$ cat src/rtl/hubdec_pkg.sv
package hubdec_pkg;

   typedef enum logic [1:0] {
      CPL_OK   = 2'b00,
      CPL_MA   = 2'b01,
      CPL_NONE = 2'b11
   } cpl_e;

   typedef struct packed {
      logic dram_en;
      logic snoop;
      logic rd_ones;
      logic keep_addr;
      logic keep_be;
      cpl_e cpl;
   } action_t;

endpackage

$ cat src/rtl/hubdec_window.sv
module hubdec_window #(
   parameter int W       = 32,
   parameter bit INCL_HI = 1'b0
) (
   input  logic [W-1:0] addr,
   input  logic [W-1:0] lo,
   input  logic [W-1:0] hi,
   output logic         hit
);
   logic above_lo;
   logic below_hi;

   assign above_lo = (addr >= lo);

   generate
      if (INCL_HI) begin : g_incl
         assign below_hi = (addr <= hi);
      end else begin : g_excl
         assign below_hi = (addr < hi);
      end
   endgenerate

   assign hit = above_lo & below_hi;
endmodule

$ cat src/rtl/hubdec_aperture.sv
module hubdec_aperture #(
   parameter int AW       = 32,
   parameter int MIN_LOG2 = 22,
   parameter int N_SIZES  = 7,
   parameter int SEL_W    = 3
) (
   input  logic [AW-1:0]    addr,
   input  logic [AW-1:0]    base,
   input  logic [SEL_W-1:0] size_sel,
   output logic             hit
);
   localparam int MAX_LOG2 = MIN_LOG2 + N_SIZES - 1;

   generate
      if (MAX_LOG2 >= AW) begin : g_bad_span
         $error("aperture sizes exceed address width");
      end
      if (N_SIZES > (1 << SEL_W)) begin : g_bad_sel
         $error("size code too narrow for size count");
      end
   endgenerate

   logic [AW-1:0] mask_tab [N_SIZES];

   generate
      for (genvar g = 0; g < N_SIZES; g++) begin : g_mask
         assign mask_tab[g] = ~((AW'(1) << (MIN_LOG2 + g)) - AW'(1));
      end
   endgenerate

   logic [AW-1:0] sel_mask;
   logic          enabled;

   always_comb begin
      sel_mask = '0;
      enabled  = 1'b0;
      for (int i = 0; i < N_SIZES; i++) begin
         if (size_sel == SEL_W'(i)) begin
            sel_mask = mask_tab[i];
            enabled  = 1'b1;
         end
      end
   end

   assign hit = enabled && (((addr ^ base) & sel_mask) == '0);
endmodule

$ cat src/rtl/hubdec_classify.sv
module hubdec_classify
   import hubdec_pkg::*;
(
   input  logic    is_io,
   input  logic    high_addr,
   input  logic    is_write,
   input  logic    needs_cpl,
   input  logic    smm_hit,
   input  logic    ap_hit,
   input  logic    vga_hit,
   input  logic    dram_hit,
   output action_t act
);
   logic accept;

   assign accept = !smm_hit && (ap_hit || (vga_hit ? is_write : dram_hit));

   always_comb begin
      act = '{dram_en: 1'b0, snoop: 1'b0, rd_ones: 1'b0,
              keep_addr: 1'b0, keep_be: 1'b0, cpl: CPL_MA};
      if (is_io) begin
         act.cpl = CPL_MA;
      end else if (high_addr) begin
         act.cpl = is_write ? CPL_NONE : CPL_MA;
      end else if (accept) begin
         act.dram_en   = 1'b1;
         act.keep_addr = 1'b1;
         act.keep_be   = 1'b1;
         act.cpl       = (is_write && !needs_cpl) ? CPL_NONE : CPL_OK;
      end else begin
         act.dram_en = 1'b1;
         act.snoop   = 1'b1;
         act.rd_ones = !is_write;
         act.keep_be = !is_write;
         act.cpl     = (is_write && !needs_cpl) ? CPL_NONE : CPL_MA;
      end
   end
endmodule

$ cat src/rtl/hub_mem_decoder.sv
module hub_mem_decoder
   import hubdec_pkg::*;
#(
   parameter int          ADDR_W      = 40,
   parameter int          BE_W        = 4,
   parameter int          AP_MIN_LOG2 = 22,
   parameter int          AP_SIZES    = 7,
   parameter int          AP_SEL_W    = 3,
   parameter bit          SMM_EN      = 1'b1,
   parameter logic [31:0] VGA_LO      = 32'h000A_0000,
   parameter logic [31:0] VGA_HI      = 32'h000B_FFFF
) (
   input  logic                clk,
   input  logic                rst_n,
   input  logic                req_valid,
   input  logic [ADDR_W-1:0]   req_addr,
   input  logic                req_write,
   input  logic                req_is_io,
   input  logic                req_needs_cpl,
   input  logic [BE_W-1:0]     req_be,
   input  logic [31:0]         cfg_tom,
   input  logic [31:0]         cfg_smm_base,
   input  logic [31:0]         cfg_smm_limit,
   input  logic [31:0]         cfg_ap_base,
   input  logic [AP_SEL_W-1:0] cfg_ap_size,
   output logic                rsp_valid,
   output logic                rsp_dram_en,
   output logic [31:0]         rsp_addr,
   output logic [BE_W-1:0]     rsp_be,
   output logic                rsp_snoop,
   output logic [1:0]          rsp_cpl,
   output logic                rsp_rd_ones
);
   localparam int LOW_W = 32;

   generate
      if (ADDR_W <= LOW_W) begin : g_bad_addr
         $error("request address must be wider than 32 bits");
      end
      if (BE_W < 1) begin : g_bad_be
         $error("byte enable width must be positive");
      end
   endgenerate

   logic [LOW_W-1:0] low_addr;
   logic             high_addr;

   assign low_addr  = req_addr[LOW_W-1:0];
   assign high_addr = |req_addr[ADDR_W-1:LOW_W];

   logic dram_hit;
   logic vga_hit;
   logic smm_hit;
   logic ap_hit;

   hubdec_window #(.W(LOW_W), .INCL_HI(1'b0)) u_dram_win (
      .addr (low_addr),
      .lo   ('0),
      .hi   (cfg_tom),
      .hit  (dram_hit)
   );

   hubdec_window #(.W(LOW_W), .INCL_HI(1'b1)) u_vga_win (
      .addr (low_addr),
      .lo   (VGA_LO),
      .hi   (VGA_HI),
      .hit  (vga_hit)
   );

   generate
      if (SMM_EN) begin : g_smm
         hubdec_window #(.W(LOW_W), .INCL_HI(1'b0)) u_smm_win (
            .addr (low_addr),
            .lo   (cfg_smm_base),
            .hi   (cfg_smm_limit),
            .hit  (smm_hit)
         );
      end else begin : g_no_smm
         assign smm_hit = 1'b0;
      end
   endgenerate

   hubdec_aperture #(
      .AW       (LOW_W),
      .MIN_LOG2 (AP_MIN_LOG2),
      .N_SIZES  (AP_SIZES),
      .SEL_W    (AP_SEL_W)
   ) u_ap (
      .addr     (low_addr),
      .base     (cfg_ap_base),
      .size_sel (cfg_ap_size),
      .hit      (ap_hit)
   );

   action_t act;

   hubdec_classify u_cls (
      .is_io     (req_is_io),
      .high_addr (high_addr),
      .is_write  (req_write),
      .needs_cpl (req_needs_cpl),
      .smm_hit   (smm_hit),
      .ap_hit    (ap_hit),
      .vga_hit   (vga_hit),
      .dram_hit  (dram_hit),
      .act       (act)
   );

   always_ff @(posedge clk) begin
      if (!rst_n) begin
         rsp_valid   <= 1'b0;
         rsp_dram_en <= 1'b0;
         rsp_addr    <= '0;
         rsp_be      <= '0;
         rsp_snoop   <= 1'b0;
         rsp_cpl     <= 2'b00;
         rsp_rd_ones <= 1'b0;
      end else begin
         rsp_valid <= req_valid;
         if (req_valid) begin
            rsp_dram_en <= act.dram_en;
            rsp_addr    <= act.keep_addr ? low_addr : '0;
            rsp_be      <= act.keep_be ? req_be : '0;
            rsp_snoop   <= act.snoop;
            rsp_cpl     <= act.cpl;
            rsp_rd_ones <= act.rd_ones;
         end
      end
   end
endmodule

$ cat config.mk
export PLATFORM = sky130hd
export DESIGN_NAME = hub_mem_decoder
export DESIGN_NICKNAME = d
export VERILOG_FILES = /design/src/rtl/hubdec_pkg.sv /design/src/rtl/hubdec_window.sv /design/src/rtl/hubdec_aperture.sv /design/src/rtl/hubdec_classify.sv /design/src/rtl/hub_mem_decoder.sv
export SDC_FILE = /design/constraint.sdc
export NUM_CORES = 1
export LEC_CHECK = 0
export BUFFER_PORTS_ARGS = -buffer_cell sky130_fd_sc_hd__buf_2
export CAP_MARGIN = 25
export CORE_MARGIN = 2
export CORE_UTILIZATION = 40
export CTS_BUF_LIST = sky130_fd_sc_hd__clkbuf_4
export DETAILED_ROUTE_END_ITERATION = 12
export GPL_TIMING_DRIVEN = 0
export PLACE_DENSITY_LB_ADDON = 0.2
export SLEW_MARGIN = 20
export SYNTH_ARGS = -nofsm -noshare
export SYNTH_HDL_FRONTEND = slang
export SYNTH_SLANG_ARGS = --single-unit
$ cat constraint.sdc
create_clock -name clk -period 6.84 [get_ports clk]
set_input_delay 0.342 -clock clk [delete_from_list [all_inputs] [get_ports clk]]
set_output_delay 0.342 -clock clk [all_outputs]
set_load 0.02 [all_outputs]
==> impl_metrics.tcl, run 1 <==
set metrics [dict create \
    initial_utilization_pct 41.5 \
    vias_cell 5.00 \
    peakVddDrop_mv 0.0514 \
    clkLatencyLatePin_ns 0.35 \
    detail_route.first_pass.iterations 4 \
    total_negative_setup_slacks_ns 0 \
    multiInputGateArea_um2 2790 \
    placeableCoreArea_um2 9820 \
    post_route_cells_drive_above_1_share_pct 30.5 \
    drtIter0Drc 195 \
    p_switching_w 0.000201 \
    routed-via-count 4387 \
    globalRouteTotalUtil_pct 22.0 \
    p_int_w 0.000384 \
    fillers 1010 \
    grt_start_max_net_pins 14 \
    worst_ep_required_time_ns 7.08 \
    num-nets-final 1018 \
    die_y_um 105 \
    numCtsBuffers 5 \
    worst-path-max-fanout 10 \
    design.die.area_um2 11000 \
    timing_max_transition_violations_final 0 \
    status "complete, no violations" \
    grt_pass1_wl_um 19900 \
    min-delay-path-class "in -> reg" \
    p_sw_share_pct 34.4 \
    worst_ep_arrival_time_ns 3.24 \
    worst_slew_pin_slew_ns 0.515 \
    placement_rows 36 \
    clock-sinks 42 \
    ys.warnings.count 0 \
    diodes 0 \
    regArea_um2 841 \
    setup_repair_after_global_routing_missed_its_margin "no" \
    comb_power_share_pct 37.4 \
    ys_seq_area_share_pct 20.6 \
    criticalPathCategory "in -> reg" \
    syn-mean-instance-area_um2 7.61 \
    postLayoutCellArea_um2 5300 \
    grt_overflow_total 0 \
    max_freq_mhz 334 \
    synth_top_flop_cell "sky130_fd_sc_hd__dfxtp_1" \
    post_cts.resized_instances 0 \
    power_frac_seq_pct 42.0 \
    cts.root.buffer_cell "sky130_fd_sc_hd__clkbuf_4" \
    synth_edf_count 0 \
    routed_wirelength_um 12300 \
    ctsHoldBuffers 0 \
    post_cts_buffers 0 \
    timing.critical_path.from_type "primary input" \
    slew_headroom_pct 65.4 \
    synthesis.area_um2 4080 \
    antenna_violations_before_repair 0 \
    area_delta_synth_final_pct 29.9 \
    finalCriticalPeriod_ns 3.00 \
    cts_tree "done" \
    endpoints_failing_hold 0 \
    max_cap_violations 0 \
    synth.net_count 811 \
    placement.cell_area_um2 5250 \
    postSynthRegisterBits 42 \
    max_root_sink_buffers 2 \
    share_clk_of_total_power_pct 20.5 \
    p_total_w 0.000585 \
    dp.final_hpwl_um 10500 \
    power.density_cell_area_nw_per_um2 110 \
    finalSetupViolations 0 \
    end_kind "register" \
    cts_h_tree_depth 2 \
    p_leak_nw 2.96 \
    synth-async-reset-ratio_pct 0 \
    wl_per_cell_um 14.0 \
    clk_pin_slew_worst_paths_ns 0.13 \
    hold-worst-slack_ns 0.228 \
    synthDistinctLibCells 45 \
    antenna_left 0 \
    gp_routability_congestion 0.896 \
    final_min_period_over_clock_period_pct 43.8 \
    syn_inst 536 \
    die_w_um 105 \
    number_of_top_level_pins 223 \
    route.detailed.drc 0 \
    finClkSkew_ns 0 \
    port-buffer-count 200 \
    grt_pass1_vias 4381 \
]
[cell usage in the layout, fill, tap and decap left out, drive strengths merged, types with 2 or more instances in the layout]
cell     count
nor2        11
nand2       91
and2         2
a22o         2
inv         98
nor2b        3
nor4b        2
o21ai       54
ha          94
nor3b        2
o221ai       2
dfxtp       42
a221oi       3
a2111oi      4
clkinv       2
o21a         4
o211ai       3
nand2b       4
a211oi       5
nand3        7
nand4       12
or4          4
xor2         7
buf        206
clkbuf      12
and4         6
a21o         5
nor3         2
a21oi       33
xnor2        3
a32oi        4
nor4         5
[worst max-delay path, stage by stage]
cell,delay [ns]
sky130_fd_sc_hd__buf_2,0.17
sky130_fd_sc_hd__ha_1,0.33
sky130_fd_sc_hd__nand4_1,0.13
sky130_fd_sc_hd__or4_1,0.59
sky130_fd_sc_hd__nor4_1,0.51
sky130_fd_sc_hd__a2111oi_1,0.19
sky130_fd_sc_hd__o41ai_2,0.53
sky130_fd_sc_hd__clkbuf_2,0.31
sky130_fd_sc_hd__o21ai_0,0.13
[Yosys cell counts (2+ instances only)]
cell,count,area [µm²]
sky130_fd_sc_hd__xor2_1,7,61.3
sky130_fd_sc_hd__o21ai_2,10,87.6
sky130_fd_sc_hd__clkbuf_1,5,18.8
sky130_fd_sc_hd__buf_2,4,20.0
sky130_fd_sc_hd__a21oi_1,33,165
sky130_fd_sc_hd__ha_1,94,1180
sky130_fd_sc_hd__nor2_1,11,41.3
sky130_fd_sc_hd__o21ai_0,44,220
sky130_fd_sc_hd__a2111oi_0,3,26.3
sky130_fd_sc_hd__or4_1,4,30.0
sky130_fd_sc_hd__and2_1,2,12.5
sky130_fd_sc_hd__xnor2_1,3,26.3
sky130_fd_sc_hd__nor3_1,2,10.0
sky130_fd_sc_hd__nor3b_1,2,15.0
sky130_fd_sc_hd__a21o_1,5,37.5
sky130_fd_sc_hd__a221oi_1,3,26.3
sky130_fd_sc_hd__and4_1,6,52.6
sky130_fd_sc_hd__nand2b_1,4,25.0
sky130_fd_sc_hd__a32oi_1,4,35.0
sky130_fd_sc_hd__clkbuf_2,2,10.0
sky130_fd_sc_hd__nor4b_1,2,17.5
sky130_fd_sc_hd__dfxtp_1,42,841
sky130_fd_sc_hd__o21a_1,4,30.0
sky130_fd_sc_hd__nor2b_1,3,18.8
sky130_fd_sc_hd__a211oi_1,5,37.5
sky130_fd_sc_hd__nand3_1,7,35.0
sky130_fd_sc_hd__nand2_1,91,342
sky130_fd_sc_hd__inv_1,98,368
sky130_fd_sc_hd__nor4_1,5,31.3
sky130_fd_sc_hd__o211ai_1,3,22.5
sky130_fd_sc_hd__o221ai_1,2,17.5
sky130_fd_sc_hd__a22o_1,2,17.5
sky130_fd_sc_hd__nand4_1,12,75.1
[layer usage]
layer | up-vias | track usage (%) | share of wire, %
li1 | 2261 | - | -
met1 | 1958 | 28.5 | 46
met2 | 151 | 38.6 | 47
met3 | 17 | 2.81 | 6.0
met4 | 0 | 5.33 | 1.6
met5 | - | 0 | 0
[state kept, by name, indices dropped and copies added, names as in the netlist]
name and count:
rsp_rd_ones 1, rsp_dram_en 1, rsp_cpl 2, rsp_be 4, rsp_addr 32, rsp_snoop 1, rsp_valid 1
[kinds of logic (layout without fill, tap and decap cells)]
kind of cell               count (synthesis)  after routing  synth area share, %
adders and majority gates                 94             94                 28.8
AOI/OAI and AO/OA                        128            128                 20.1
and+or+nand+nor                          151            151                 17.3
xor gates and xnor gates                  10             10                 2.15
DFF                                       42             42                 20.6
buffers and inverters                    111            319                 11.0
[power by group through the flow]
stage               Sequential (W)  Clock (W)  Combinational (W)
CTS                       0.000246   0.000125           0.000221
global route              0.000246   0.000136           0.000253
detailed placement        0.000251          0           0.000220
finish                    0.000246   0.000120           0.000219
global placement          0.000251          0           0.000211
floorplan                 0.000253          0           0.000121
[layout make-up]
type | count | area share (%)
Multi-Input combinational cell | 383 | 52.6
Timing Repair Buffer | 200 | 18.9
Sequential cell | 42 | 15.9
Inverter | 98 | 6.94
Tap cell | 133 | 3.14
Buffer | 13 | 1.51
Clock buffer | 5 | 0.708
Clock inverter | 3 | 0.307
[stage by stage]
step           utilization, %  std cells  setup WS [ns]
2_1_floorplan               -        536           4.28
3_3_place_gp             53.4        869           3.56
3_5_place_dp             53.4        869           3.54
4_1_cts                  54.0        877           3.93
5_1_grt                  54.0        877           3.76
6_report                 54.0        877           3.84
[worst paths after layout]
path	from	endpoint	slack [ns]	cells past startpoint
setup / recovery	req_addr[22]	rsp_addr[15]	3.84	9
setup reg to reg	rsp_dram_en	rsp_dram_en	6.14	2
hold reg to reg	rsp_addr[0]	rsp_addr[0]	0.46	2
hold / removal	req_be[1]	rsp_be[1]	0.23	3
Note: power is estimated with default switching activity, not from simulation.
==> inputs of run 2 (changes only) <==
- ABC_AREA: default -> 1
- clock period: 6.84 -> 2.6 ns (I/O delays scaled with it)
==> impl_metrics.tcl, run 2 <==
set metrics [dict create \
    port-buffer-count 199 \
    synth_edf_count 0 \
    die_y_um 108 \
    share_clk_of_total_power_pct 21.5 \
    fin_util_pct 52.1 \
    criticalPathCategory "in -> reg" \
    total_negative_setup_slacks_ns 0 \
    biggestRegsByFlops "rsp_addr (32), rsp_be (4), rsp_cpl (2)" \
    post_cts_buffers 0 \
    peakVddDrop_mv 0.177 \
    synth-async-reset-ratio_pct 0 \
    power.density_cell_area_nw_per_um2 280 \
    hold_start "req_be[1]" \
    synthesis.area_um2 4340 \
    synthDistinctLibCells 34 \
    grt_overflow_total 0 \
    most_common_library_cell_in_the_layout_ignoring_fill_and_taps "sky130_fd_sc_hd__buf_2" \
    min_delay_path_depth 3 \
    max_cap_violations 0 \
    final_min_period_over_clock_period_pct 70.3 \
    p_switching_w 0.000543 \
    initial_utilization_pct 40.6 \
    end_kind "register" \
    rr_startpoint "rsp_cpl[1]" \
    finalSetupViolations 0 \
    clk_pin_slew_worst_paths_ns 0.12 \
    endpoints_failing_hold 0 \
    worst_slew_pin_slew_ns 0.582 \
    layout_common_cells "199 x sky130_fd_sc_hd__buf_2, 168 x sky130_fd_sc_hd__nand2_1, 126 x sky130_fd_sc_hd__inv_1" \
    finalCriticalPeriod_ns 1.83 \
    p_sw_share_pct 34.8 \
    synth_largest_type_area_fraction_pct 27.1 \
    area_delta_synth_final_pct 28.3 \
    max_freq_mhz 547 \
    gp_routability_congestion 0.830 \
    max_ffs_per_register 32 \
    ctsHoldBuffers 0 \
    worst-path-max-fanout 10 \
    syn_inst 645 \
    routed_wirelength_um 12400 \
    post_route_cells_drive_above_1_share_pct 28.1 \
    p_int_w 0.00102 \
    power_frac_seq_pct 41.5 \
    dp.final_hpwl_um 10700 \
    synth_top_area_cell "sky130_fd_sc_hd__ha_1" \
    min-delay-path-class "in -> reg" \
    vias_cell 4.72 \
    diodes 0 \
    holdPathEnd "rsp_be[1]" \
    ys_seq_area_share_pct 19.4 \
    routed-via-count 4682 \
    clkLatencyLatePin_ns 0.35 \
    most_common_cell_in_the_synthesized_netlist "sky130_fd_sc_hd__nand2_1" \
    p_leak_nw 3.28 \
    worstReg2RegEnd "rsp_cpl[1]" \
    syn-mean-instance-area_um2 6.73 \
    placement_rows 38 \
    worstRegToRegCells 1 \
    cts.root.buffer_cell "sky130_fd_sc_hd__clkbuf_4" \
    route.detailed.drc 0 \
    timing.reg2reg.setup_slack_ns 1.91 \
    setup_repair_after_global_routing_missed_its_margin "no" \
    cts_tree "done" \
    design.die.area_um2 11700 \
    worst_ep_arrival_time_ns 2.11 \
    comb_power_share_pct 36.9 \
    post_synth_main_area_contributors "sky130_fd_sc_hd__ha_1 27%, sky130_fd_sc_hd__dfxtp_1 19%, sky130_fd_sc_hd__nand2_1 15%" \
    post_cts.resized_instances 0 \
    clock-sinks 42 \
    synth.net_count 920 \
    number_of_top_level_pins 223 \
    postSynthRegisterBits 42 \
    detail_route.first_pass.iterations 4 \
    grt_pass1_wl_um 20300 \
    synth_top_flop_cell "sky130_fd_sc_hd__dfxtp_1" \
    antenna_violations_before_repair 0 \
    cts_h_tree_depth 2 \
    numCtsBuffers 5 \
    placeableCoreArea_um2 10700 \
    max_root_sink_buffers 2 \
    ys.warnings.count 0 \
    slew_headroom_pct 61.2 \
    synth_top_cells_by_count "168 x sky130_fd_sc_hd__nand2_1, 126 x sky130_fd_sc_hd__inv_1, 94 x sky130_fd_sc_hd__ha_1" \
    largest-register "rsp_addr" \
    num-nets-final 1126 \
    status "complete, no violations" \
    grt_start_max_net_pins 14 \
    timing_max_transition_violations_final 0 \
    antenna_left 0 \
    worst_ep_required_time_ns 2.88 \
    wl_per_cell_um 12.5 \
    timing.critical_path.from_type "primary input" \
    die_w_um 108 \
    grt_pass1_vias 4605 \
    finClkSkew_ns 0 \
    drtIter0Drc 133 \
    globalRouteTotalUtil_pct 21.3 \
]
-- run 2: layout make-up --
type,instances,area [µm²]
fill,1153,5130
multi-input combinational,463,2940
timing repair buffer,199,996
sequential,42,841
inverter,129,487
tap,140,175
buffer,11,72.6
clock buffer,6,45.0
clock inverter,2,13.8
-- run 2: critical path, stage by stage --
cell and delay, ns:
sky130_fd_sc_hd__buf_2 0.17, sky130_fd_sc_hd__ha_1 0.31, sky130_fd_sc_hd__nand2_1 0.06, sky130_fd_sc_hd__nor2_1 0.15
sky130_fd_sc_hd__nand4_1 0.16, sky130_fd_sc_hd__nor4_1 0.29, sky130_fd_sc_hd__nand2_1 0.16, sky130_fd_sc_hd__nand3_2 0.13
sky130_fd_sc_hd__nand3_4 0.11, sky130_fd_sc_hd__inv_4 0.11, sky130_fd_sc_hd__buf_6 0.14, sky130_fd_sc_hd__nand2_1 0.06
sky130_fd_sc_hd__a21oi_1 0.12
-- run 2: kinds of logic (layout without fill, tap and decap cells) --
kind of cell	after synthesis	after routing	share of synthesized area, %
simple gates	252	252	25.1
fa+ha+maj	94	94	27.1
flops	42	42	19.4
buf+inv	140	347	12.9
compound gates	108	108	13.7
xor+xnor	9	9	1.82
-- run 2: power groups by stage --
stage               Clock, W  Sequential [W]  Combinational [W]
floorplan                  0        0.000665           0.000321
global placement           0        0.000662           0.000549
detailed placement         0        0.000662           0.000579
CTS                 0.000341        0.000647           0.000582
global route        0.000369        0.000648           0.000674
finish              0.000335        0.000647           0.000576
-- run 2: worst max path at each step --
| stage | startpoint | end | slack, ns |
|---|---|---|---|
| finish | req_addr[31] | rsp_addr[19] | 0.77 |
| floorplan | cfg_smm_base[31] | rsp_addr[0] | 1.02 |
| detailed placement | req_addr[31] | rsp_addr[15] | 0.38 |
| CTS | req_addr[31] | rsp_addr[15] | 0.73 |
| global route | req_addr[29] | rsp_addr[15] | 0.64 |
| global placement | req_addr[31] | rsp_addr[31] | 0.42 |
-- run 2: per-stage QoR --
| stage | hold slack, ns | total power, W | cells | setup WS, ns | area [µm²] |
|---|---|---|---|---|---|
| 3_3_place_gp | 0.378 | 0.00121 | 984 | 0.419 | 5510 |
| 5_1_grt | 0.00914 | 0.00169 | 992 | 0.639 | 5570 |
| 4_1_cts | 0.00904 | 0.00157 | 992 | 0.733 | 5570 |
| 6_report | 0.0167 | 0.00156 | 992 | 0.771 | 5570 |
| 3_5_place_dp | 0.388 | 0.00124 | 984 | 0.380 | 5510 |
| 2_1_floorplan | 0.241 | 0.000986 | 645 | 1.02 | 4340 |
-- run 2: routing by layer --
layer	global-route usage, %	vias up	routed length [µm]	share of wire, %
li1	-	2467	-	-
met1	26.9	2078	5650	46
met2	38.1	124	5860	47
met3	4.70	13	783	6.3
met4	2.75	0	95	0.77
met5	0	-	0	0
